<file path="config.mk">
export PLATFORM = sky130hd
export DESIGN_NAME = fpu_tag_stack
export DESIGN_NICKNAME = d
export VERILOG_FILES = /design/src/rtl/fts_pkg.sv /design/src/rtl/fts_ctrl.sv /design/src/rtl/fts_datapath.sv /design/src/rtl/fpu_tag_stack.sv
export SDC_FILE = /design/constraint.sdc
export NUM_CORES = 1
export LEC_CHECK = 0
export BUFFER_PORTS_ARGS = -buffer_cell sky130_fd_sc_hd__buf_2
export CAP_MARGIN = 10
export CORE_ASPECT_RATIO = 0.7
export CORE_UTILIZATION = 59
export DETAILED_ROUTE_END_ITERATION = 10
export GPL_TIMING_DRIVEN = 0
export MAX_ROUTING_LAYER = met4
export PLACE_DENSITY = 0.86
export RECOVER_POWER = 50
export SLEW_MARGIN = 20
export SYNTH_ARGS = -nofsm -noshare
export SYNTH_HDL_FRONTEND = slang
export SYNTH_HIERARCHICAL = 1
export SYNTH_SLANG_ARGS = --single-unit
</file>
<file path="constraint.sdc">
create_clock -name clk -period 7.4 [get_ports clk]
set_input_delay 1.48 -clock clk [delete_from_list [all_inputs] [get_ports clk]]
set_output_delay 1.48 -clock clk [all_outputs]
set_load 0.005 [all_outputs]
</file>
<file path="src/rtl/fts_pkg.sv">
package fts_pkg;
  localparam int NumRegs = 8;
  localparam int RegW    = 80;
  localparam int ExpW    = 15;
  localparam int ManW    = RegW - ExpW - 1;
  localparam int IdxW    = $clog2(NumRegs);
  localparam int TagW    = 2 * NumRegs;
  localparam int WordW   = 16;
  localparam int IeBit   = 0;
  localparam int SfBit   = 6;
  localparam int C1Bit   = 9;
  localparam int TopLsb  = 11;
  localparam int MaskBit = 0;
  localparam logic [WordW-1:0] CtrlReset = 16'h037F;

  localparam logic [1:0] TagValid   = 2'b00;
  localparam logic [1:0] TagZero    = 2'b01;
  localparam logic [1:0] TagSpecial = 2'b10;
  localparam logic [1:0] TagEmpty   = 2'b11;

  typedef logic [IdxW-1:0] idx_t;

  typedef struct packed {
    logic doLoad;
    logic doPush;
    logic doPop;
    logic doWrite;
    logic faultOver;
    logic faultUnder;
    idx_t physIdx;
  } strobe_t;

  function automatic logic [1:0] classOf(input logic [RegW-1:0] v);
    logic [ExpW-1:0] e;
    logic [ManW-1:0] m;
    e = v[RegW-2 -: ExpW];
    m = v[ManW-1:0];
    if (e == '0 && m == '0) return TagZero;
    if (e == '1 || e == '0 || !m[ManW-1]) return TagSpecial;
    return TagValid;
  endfunction
endpackage

</file>
<file path="src/rtl/fts_ctrl.sv">
module fts_ctrl
  import fts_pkg::*;
(
  input  logic               pushValid,
  input  logic               popValid,
  input  logic               writeValid,
  input  idx_t               writeIdx,
  input  logic               readValid,
  input  idx_t               readIdx,
  input  logic               tagLoadValid,
  input  idx_t               top,
  input  logic [NumRegs-1:0] emptyVec,
  output strobe_t            strb,
  output idx_t               readPhys
);
  idx_t pushPhys, writePhys;

  always_comb begin
    pushPhys  = top - 1'b1;
    writePhys = top + writeIdx;
    readPhys  = top + readIdx;
    strb      = '0;
    if (tagLoadValid) begin
      strb.doLoad = 1'b1;
    end else if (pushValid) begin
      strb.physIdx = pushPhys;
      if (emptyVec[pushPhys]) strb.doPush = 1'b1;
      else                    strb.faultOver = 1'b1;
    end else if (popValid) begin
      strb.physIdx = top;
      if (emptyVec[top]) strb.faultUnder = 1'b1;
      else               strb.doPop = 1'b1;
    end else if (writeValid) begin
      strb.physIdx = writePhys;
      strb.doWrite = 1'b1;
    end else if (readValid) begin
      strb.physIdx    = readPhys;
      strb.faultUnder = emptyVec[readPhys];
    end
  end
endmodule

</file>
<file path="src/rtl/fts_datapath.sv">
module fts_datapath
  import fts_pkg::*;
(
  input  logic               clk,
  input  logic               rstN,
  input  strobe_t            strb,
  input  logic [RegW-1:0]    pushData,
  input  logic [RegW-1:0]    writeData,
  input  logic [TagW-1:0]    tagLoadWord,
  input  logic               ctrlWrite,
  input  logic [WordW-1:0]   ctrlIn,
  input  idx_t               readPhys,
  output logic [NumRegs-1:0] emptyVec,
  output idx_t               top,
  output logic [RegW-1:0]    readData,
  output logic [TagW-1:0]    tagStoreWord,
  output logic [WordW-1:0]   statusWord,
  output logic [WordW-1:0]   ctrlWord,
  output logic               excReq
);
  logic [RegW-1:0] regFile [NumRegs];
  logic ieFlag, sfFlag, c1Flag;

  always_ff @(posedge clk) begin
    if (!rstN) begin
      for (int i = 0; i < NumRegs; i++) regFile[i] <= '0;
      emptyVec <= '1;
      top      <= '0;
      ieFlag   <= 1'b0;
      sfFlag   <= 1'b0;
      c1Flag   <= 1'b0;
      ctrlWord <= CtrlReset;
    end else begin
      if (strb.doLoad)
        for (int i = 0; i < NumRegs; i++) emptyVec[i] <= &tagLoadWord[2*i +: 2];
      if (strb.doPush) begin
        regFile[strb.physIdx]  <= pushData;
        emptyVec[strb.physIdx] <= 1'b0;
        top                    <= top - 1'b1;
      end
      if (strb.doPop) begin
        emptyVec[strb.physIdx] <= 1'b1;
        top                    <= top + 1'b1;
      end
      if (strb.doWrite) begin
        regFile[strb.physIdx]  <= writeData;
        emptyVec[strb.physIdx] <= 1'b0;
      end
      if (strb.faultOver || strb.faultUnder) begin
        ieFlag <= 1'b1;
        sfFlag <= 1'b1;
        c1Flag <= strb.faultOver;
      end
      if (ctrlWrite) ctrlWord <= ctrlIn;
    end
  end

  for (genvar g = 0; g < NumRegs; g++) begin : gTag
    assign tagStoreWord[2*g +: 2] = emptyVec[g] ? TagEmpty : classOf(regFile[g]);
  end

  assign readData = regFile[readPhys];
  assign excReq   = ieFlag && !ctrlWord[MaskBit];

  always_comb begin
    statusWord                 = '0;
    statusWord[IeBit]          = ieFlag;
    statusWord[SfBit]          = sfFlag;
    statusWord[C1Bit]          = c1Flag;
    statusWord[TopLsb +: IdxW] = top;
  end
endmodule

</file>
<file path="src/rtl/fpu_tag_stack.sv">
module fpu_tag_stack
  import fts_pkg::*;
(
  input  logic         clk,
  input  logic         rstN,
  input  logic         pushValid,
  input  logic [79:0]  pushData,
  input  logic         popValid,
  input  logic         writeValid,
  input  logic [2:0]   writeIdx,
  input  logic [79:0]  writeData,
  input  logic         readValid,
  input  logic [2:0]   readIdx,
  output logic [79:0]  readData,
  input  logic         tagLoadValid,
  input  logic [15:0]  tagLoadWord,
  output logic [15:0]  tagStoreWord,
  input  logic         ctrlWrite,
  input  logic [15:0]  ctrlIn,
  output logic [15:0]  ctrlWord,
  output logic [15:0]  statusWord,
  output logic         excReq
);
  strobe_t            strb;
  idx_t               readPhys;
  idx_t               top;
  logic [NumRegs-1:0] emptyVec;

  fts_ctrl u_ctrl (
    .pushValid(pushValid), .popValid(popValid), .writeValid(writeValid),
    .writeIdx(writeIdx), .readValid(readValid), .readIdx(readIdx),
    .tagLoadValid(tagLoadValid), .top(top), .emptyVec(emptyVec),
    .strb(strb), .readPhys(readPhys)
  );

  fts_datapath u_dp (
    .clk(clk), .rstN(rstN), .strb(strb), .pushData(pushData),
    .writeData(writeData), .tagLoadWord(tagLoadWord), .ctrlWrite(ctrlWrite),
    .ctrlIn(ctrlIn), .readPhys(readPhys), .emptyVec(emptyVec), .top(top),
    .readData(readData), .tagStoreWord(tagStoreWord), .statusWord(statusWord),
    .ctrlWord(ctrlWord), .excReq(excReq)
  );
endmodule

</file>
==> flow_metrics.env, run 1 <==
export IMPL_status="complete, but fails checks"
export IMPL_violations="capacitance limit, slew limit"
export IMPL_syn_area_sq_mm=0.0312
export IMPL_htreeDepth=2
export IMPL_clock_fmax_ghz=0.156
export IMPL_fin_crit_ns=6.41
export IMPL_crit_fanout=45
export IMPL_die_x_um=277
export IMPL_multi_input_area_sq_mm=0.0107
export IMPL_dr_pass1_iters=7
export IMPL_finish_utilization=0.687
export IMPL_dr_total_vias=23800
export IMPL_cts_sinks=669
export IMPL_synth_top_family_by_area="multiplexers"
export IMPL_synth_edf_count=640
export IMPL_synth_seq_cells=669
export IMPL_fin_skew_ns=0.0294
export IMPL_peakVddDrop_mv=0.213
export IMPL_grt_max_degree=49
export IMPL_crit_chain="clkbuf_1 > ha_1 > inv_1 > fa_1 > or3b_1 > a311o_1 > a21oi_1 > nor3b_1 > nand2_1 > clkbuf_1 > nand2_1 > buf_16"
export IMPL_yosys_area_share_simple=0.141
export IMPL_hold_viol_final=0
export IMPL_hold_slack_ns=0.472
export IMPL_start_util=0.598
export IMPL_power_per_cell_area_mw_per_mm2=282
export IMPL_r2r_start="u_dp/top[0]"
export IMPL_worst_ep_arrival_time_ns=6.74
export IMPL_syn_inst=2203
export IMPL_core_region_area_sq_mm=0.0522
export IMPL_area_delta_synth_final_pct=15.0
export IMPL_synthMuxAreaShare=0.181
export IMPL_ys_warn_count=6
export IMPL_grt_util_all_layers=0.392
export IMPL_required_ns=7.73
export IMPL_ys_flop_type="edfxtp_1"
export IMPL_first_iter_violations=4443
export IMPL_crit_type="flip-flop to flip-flop"
export IMPL_endpoint_kind="flip-flop"
export IMPL_ff_latch_area_sq_mm=0.0198
export IMPL_max_cap_viol_count=1
export IMPL_numCtsBuffers=60
export IMPL_die_y_um=194
export IMPL_nets=2817
export IMPL_p_leak_nw=13.4
export IMPL_whs_path_depth=2
export IMPL_drive_gt1_frac=0.267
export IMPL_crit_slowest_cell="nand2_1"
export IMPL_grt_pass1_wl_mm=148
export IMPL_crit_path_end="u_dp/regFile[4][16]"
export IMPL_dpl_hpwl_mm=73.2
export IMPL_portBuffers=323
export IMPL_worst_pin_slew_ns=1.95
export IMPL_fillCellCount=3394
export IMPL_cts_buffer_depth=3
export IMPL_finalSetupTns_ns=0
export IMPL_io_pins=335
export IMPL_clkTransAtPathRegs_ns=0.07
export IMPL_drtAntennaViolNets=0
export IMPL_slowest_delay_ns=1.25
export IMPL_cts_resized_gates=0
export IMPL_clk_latency_ns=0.65
export IMPL_drc=0
export IMPL_wl_per_cell_um=30.8
export IMPL_power_mw=10.1
export IMPL_setup_worst_path_start="u_dp/top[0]"
export IMPL_synth_fa_ha_area_frac=0.00313
export IMPL_grt_pass1_vias=22600
export IMPL_async_reset_ff_frac=0
export IMPL_post_cts_buffers=0
export IMPL_finalWeightedCongestion=1.01
export IMPL_slew_headroom=-0.304
export IMPL_finalCritPeriodShare=0.866
export IMPL_num_rows=70
export IMPL_regToRegEndpoint="u_dp/regFile[4][16]"
export IMPL_rsz0062_at_grt="false"
export IMPL_overflow=0
export IMPL_antenna_found_initial=9
export IMPL_cts_hold_buffers=0
export IMPL_seq_area_frac_synth=0.634
export IMPL_synth_cell_type_count=49
export IMPL_worst_r2r_cell_count=12
export IMPL_start_kind="flip-flop"
export IMPL_via_per_inst=7.10
export IMPL_cts_root_buf="clkbuf_16"
export IMPL_synth_compound_area_frac=0.0136
export IMPL_wl_mm=103
export IMPL_finalSetupViolCount=0
export IMPL_maxSlewViolCount=36
export IMPL_die_area_sq_mm=0.0538
export IMPL_synth_xor_area_frac=0.00249
export IMPL_r2r_slack_ns=0.99
export IMPL_cts_tree="done"
export IMPL_min_path_type="flip-flop to flip-flop"
export IMPL_postSynthAreaPerCell_sq_um=14.2
==> cell usage in the layout (no fill, tap or decap), types with 10 or more instances in the layout <==
cell	count
nor4_1	152
nor2_1	645
or4_1	16
mux2i_1	97
edfxtp_1	640
clkbuf_1	120
clkinv_1	11
nor2b_1	19
buf_4	12
dfxtp_1	29
clkinv_2	13
mux4_2	164
conb_1	10
mux2_2	81
buf_2	325
buf_6	11
nand4_1	64
nand2_1	25
clkbuf_16	64
==> worst max-delay path: cells and delay by family (launching register included) <==
family,cells,cell delay (ns)
buffers and inverters,4,1.60
DFF,1,0.43
and+or+nand+nor,4,2.37
adders and majority gates,2,0.78
AOI/OAI and AO/OA,2,0.85
==> metrics by stage <==
step,cells,worst slack (ns),instance area (sq um)
detailed placement,3227,1.16,34000
floorplan,2212,1.31,31200
global route,3347,0.908,35900
CTS,3339,1.29,35900
global placement,3219,-1.07,33700
finish,3347,0.994,35900
==> final cells by class <==
type,instances,area share
clock buffer,78,0.0470
inverter,7,0.000732
timing repair buffer,331,0.0500
sequential,669,0.552
buffer,145,0.0200
multi-input combinational,1391,0.300
clock inverter,34,0.00645
tap,684,0.0239
antenna,8,0.000558
==> flip-flops by register name, indices dropped and copies added, names as in the netlist <==
name / cells
u_dp/regFile: 640
u_dp/ctrlWord: 16
u_dp/emptyVec: 8
u_dp/top: 3
u_dp/c1Flag: 1
u_dp/sfFlag: 1
==> layer usage <==
layer,GRT usage,share of wire,up-vias,routed length [um]
li1,-,-,9317,-
met4,0.167,0.053,0,5440
met1,0.508,0.32,11300,33500
met2,0.558,0.43,2697,44700
met3,0.144,0.19,428,19500
met5,-,0,-,0
==> power breakdown <==
group	internal (mW)	switching, mW
sequential	4.36	0.158
clock	1.68	1.44
combinational	1.13	1.37
==> cell usage after synthesis, drive strengths merged, types with 3 or more instances <==
library cell | count | area [sq um]
nor4 | 152 | 951
o21bai | 8 | 60.1
nor2b | 19 | 119
nand4 | 64 | 400
xnor2 | 3 | 26.3
nand4b | 8 | 70.1
mux2i | 98 | 981
inv | 7 | 26.3
a2bb2oi | 8 | 70.1
o221ai | 8 | 70.1
ha | 3 | 37.5
nor3b | 4 | 30.0
buf | 57 | 394
mux4 | 166 | 3750
nand3 | 9 | 45.0
nor2 | 645 | 2420
o31a | 9 | 78.8
a31oi | 9 | 56.3
mux2 | 81 | 912
nor3 | 9 | 45.0
dfxtp | 29 | 581
clkbuf | 88 | 330
nand2 | 32 | 120
fa | 3 | 60.1
edfxtp | 640 | 19200
and3 | 3 | 18.8
or4 | 16 | 120
==> logic make-up (layout without fill, tap and decap cells) <==
| kind of cell | count (synthesis) | after routing |
|---|---|---|
| XOR/XNOR | 5 | 5 |
| adder cells (fa/ha/maj) | 6 | 6 |
| multiplexers | 345 | 345 |
| flip-flops | 669 | 669 |
| buffers and inverters | 152 | 595 |
| other | 1 | 18 |
| AND/OR/NAND/NOR | 971 | 971 |
| AO/OA/AOI/OAI | 54 | 54 |
==> worst min path at each step <==
stage / slack (ns) / endpoint / from
2_1_floorplan: 0.47 / u_dp/ctrlWord[1] / u_dp/ctrlWord[1]
3_3_place_gp: 0.45 / u_dp/ctrlWord[3] / u_dp/ctrlWord[3]
3_5_place_dp: 0.46 / u_dp/ctrlWord[4] / u_dp/ctrlWord[4]
4_1_cts: 0.48 / u_dp/ctrlWord[4] / u_dp/ctrlWord[4]
5_1_grt: 0.49 / u_dp/ctrlWord[3] / u_dp/ctrlWord[3]
6_report: 0.47 / u_dp/ctrlWord[6] / u_dp/ctrlWord[6]
No activity file was read; power rests on OpenSTA's default activity.
==> inputs of run 2 (changes only) <==
--- a/config.mk
+++ b/config.mk
@@ -5,14 +5,15 @@
 export SDC_FILE = /design/constraint.sdc
 export NUM_CORES = 1
 export LEC_CHECK = 0
+export ABC_AREA = 1
 export BUFFER_PORTS_ARGS = -buffer_cell sky130_fd_sc_hd__buf_2
 export CAP_MARGIN = 10
 export CORE_ASPECT_RATIO = 0.7
-export CORE_UTILIZATION = 59
+export CORE_UTILIZATION = 40
 export DETAILED_ROUTE_END_ITERATION = 10
 export GPL_TIMING_DRIVEN = 0
 export MAX_ROUTING_LAYER = met4
-export PLACE_DENSITY = 0.86
+export PLACE_DENSITY = 0.64
 export RECOVER_POWER = 50
 export SLEW_MARGIN = 20
 export SYNTH_ARGS = -nofsm -noshare
==> run 2 against run 1 <==
Effect of this change: the run now ends clean; die area grew 59%; via count grew 24%; highest routed layer unchanged; sequential share of layout area shrank 4.1 points; clock power grew 8.7%; area after synthesis grew 8.1%; largest cell class unchanged; fmax shrank 3.1%; non-clock buffer count grew 82; total power grew 28%; routed wire length grew 20%; core utilization shrank 22 points.
==> flow_metrics.env, run 2 <==
export IMPL_ys_warn_count=6
export IMPL_endpoint_kind="output port"
export IMPL_dp_slack_ns=0.974
export IMPL_status="complete, no violations"
export IMPL_cts_buffer_depth=3
export IMPL_wl_per_cell_um=23.3
export IMPL_cts_sinks=669
export IMPL_ys_flop_type="edfxtp_1"
export IMPL_cts_root_buf="clkbuf_16"
export IMPL_post_cts_buffers=0
export IMPL_required_ns=5.92
export IMPL_power_per_cell_area_mw_per_mm2=335
export IMPL_synth_cell_type_count=39
export IMPL_portBuffers=323
export IMPL_cts_resized_gates=0
export IMPL_dr_total_vias=29500
export IMPL_core_region_area_sq_mm=0.0829
export IMPL_dpl_hpwl_mm=91.8
export IMPL_crit_type="input pin to output port"
export IMPL_cts_tree="done"
export IMPL_die_y_um=245
export IMPL_io_pins=335
export IMPL_slew_headroom=0.136
export IMPL_crit_fanout=10
export IMPL_maxSlewViolCount=0
export IMPL_grt_pass1_wl_mm=175
export IMPL_postSynthAreaPerCell_sq_um=9.06
export IMPL_yosysTopAreaCell="edfxtp_1"
export IMPL_drtAntennaViolNets=0
export IMPL_syn_area_sq_mm=0.0337
export IMPL_largest_reg_flops=640
export IMPL_hp_start="u_dp/ctrlWord[3]"
export IMPL_async_reset_ff_frac=0
export IMPL_wl_mm=124
export IMPL_dp_cells=5194
export IMPL_htreeDepth=3
export IMPL_drive_gt1_frac=0.126
export IMPL_clk_latency_ns=0.63
export IMPL_start_util=0.407
export IMPL_start_kind="input pin"
export IMPL_grt_pass1_vias=26300
export IMPL_area_delta_synth_final_pct=14.8
export IMPL_die_area_sq_mm=0.0855
export IMPL_power_mw=13.0
export IMPL_finalSetupViolCount=0
export IMPL_grt_util_all_layers=0.291
export IMPL_seq_area_frac_synth=0.587
export IMPL_ys_top_cells_by_area="edfxtp_1 57%, nor2_1 15%, nand2_1 5.5%, o21ai_0 5.2%, a21oi_1 2.3%"
export IMPL_r2r_start="u_dp/top[0]"
export IMPL_numCtsBuffers=71
export IMPL_fin_skew_ns=0.0291
export IMPL_cts_hold_buffers=0
export IMPL_synth_edf_count=640
export IMPL_drc=0
export IMPL_final_common_cell="nor2_1"
export IMPL_grt_max_degree=50
export IMPL_dr_pass1_iters=6
export IMPL_rsz0062_at_grt="false"
export IMPL_setup_worst_path_start="readIdx[0]"
export IMPL_overflow=0
export IMPL_yosysTopAreaCellShare=0.570
export IMPL_clkTransAtPathRegs_ns=0.06
export IMPL_top_register="u_dp/regFile"
export IMPL_num_rows=88
export IMPL_diodes=0
export IMPL_hold_slack_ns=0.456
export IMPL_peakVddDrop_mv=0.199
export IMPL_worst_pin_slew_ns=1.29
export IMPL_finalWeightedCongestion=0.978
export IMPL_clock_fmax_ghz=0.151
export IMPL_fin_crit_ns=6.61
export IMPL_die_x_um=349
export IMPL_p_leak_nw=15.4
export IMPL_synth_most_common_cell="nor2_1"
export IMPL_layout_common_cells="1,345 x nor2_1, 640 x edfxtp_1, 496 x nand2_1"
export IMPL_nets=4354
export IMPL_finalCritPeriodShare=0.893
export IMPL_reg_top3="u_dp/regFile x640, u_dp/ctrlWord x16, u_dp/emptyVec x8"
export IMPL_min_path_type="flip-flop to flip-flop"
export IMPL_antenna_found_initial=4
export IMPL_max_cap_viol_count=0
export IMPL_hold_viol_final=0
export IMPL_final_cells=5319
export IMPL_first_iter_violations=4522
export IMPL_syn_inst=3725
export IMPL_worst_ep_arrival_time_ns=5.13
export IMPL_setup_ws_ns=0.790
export IMPL_synth_seq_cells=669
export IMPL_via_per_inst=5.55
export IMPL_synth_commonest_cells="1,345 x nor2_1, 640 x edfxtp_1, 495 x nand2_1"
[run 2: cell count changes after synthesis, sizes merged, moves of 152 or more]
cell,delta
nand2,+472
nor2,+700
o21ai,+386
nor4,-152
mux4,-166
a21oi,+156
[run 2: final timing paths]
check                                           to  depth (start not counted)  slack [ns]
worst max-delay path                  readData[47]                         14        0.79
worst min-delay path              u_dp/ctrlWord[3]                          2        0.46
worst max register to register  u_dp/regFile[0][1]                         17        1.94
worst min register to register    u_dp/ctrlWord[3]                          2        0.46
[run 2: where the power goes]
part           internal, mW  switching (mW)
registers              4.41           0.133
clock network          1.86            1.51
logic                  1.41            3.64
[run 2: logic make-up (layout without fill, tap and decap cells)]
group,count (synthesis),in the layout,share of synthesized area
buffers and inverters,371,831,0.0611
other,1,10,0.000111
multiplexers,80,80,0.0260
adder cells (fa/ha/maj),6,6,0.00289
AND/OR/NAND/NOR,1978,1978,0.227
flip-flops,669,669,0.587
XOR/XNOR,1,1,0.000482
AO/OA/AOI/OAI,619,619,0.0954
[run 2: critical path, cell delays in order]
cell,delay (ns)
buf_2,0.08
ha_1,0.12
inv_1,0.05
fa_1,0.41
inv_1,0.10
nand2_1,0.07
nand3_1,0.08
nand2_1,0.08
clkbuf_1,0.45
inv_2,0.52
clkbuf_1,0.92
nand2_1,0.36
nand2_1,0.25
buf_2,0.14
[run 2: metrics by stage]
| stage | utilization | area [sq um] | setup TNS, ns |
|---|---|---|---|
| 2_1_floorplan | - | 33800 | 0 |
| 3_3_place_gp | 0.444 | 36800 | -88.40 |
| 3_5_place_dp | 0.448 | 37100 | 0 |
| 4_1_cts | 0.473 | 39200 | 0 |
| 5_1_grt | 0.467 | 38700 | 0 |
| 6_report | 0.467 | 38700 | 0 |
[run 2: layout make-up]
cell class / count / area (sq um)
buffer: 223 / 1030
clock buffer: 95 / 1880
clock inverter: 30 / 216
fill: 8068 / 44200
inverter: 148 / 556
multi-input combinational: 2694 / 12000
sequential: 669 / 19800
tap: 1125 / 1410
timing repair buffer: 335 / 1850
[run 2: routing by layer]
metal,up-vias,share of wire,global-route usage
met5,-,0,-
met4,0,0.032,0.0922
met3,249,0.14,0.0736
met2,1849,0.40,0.389
met1,14100,0.43,0.426
li1,13300,-,-
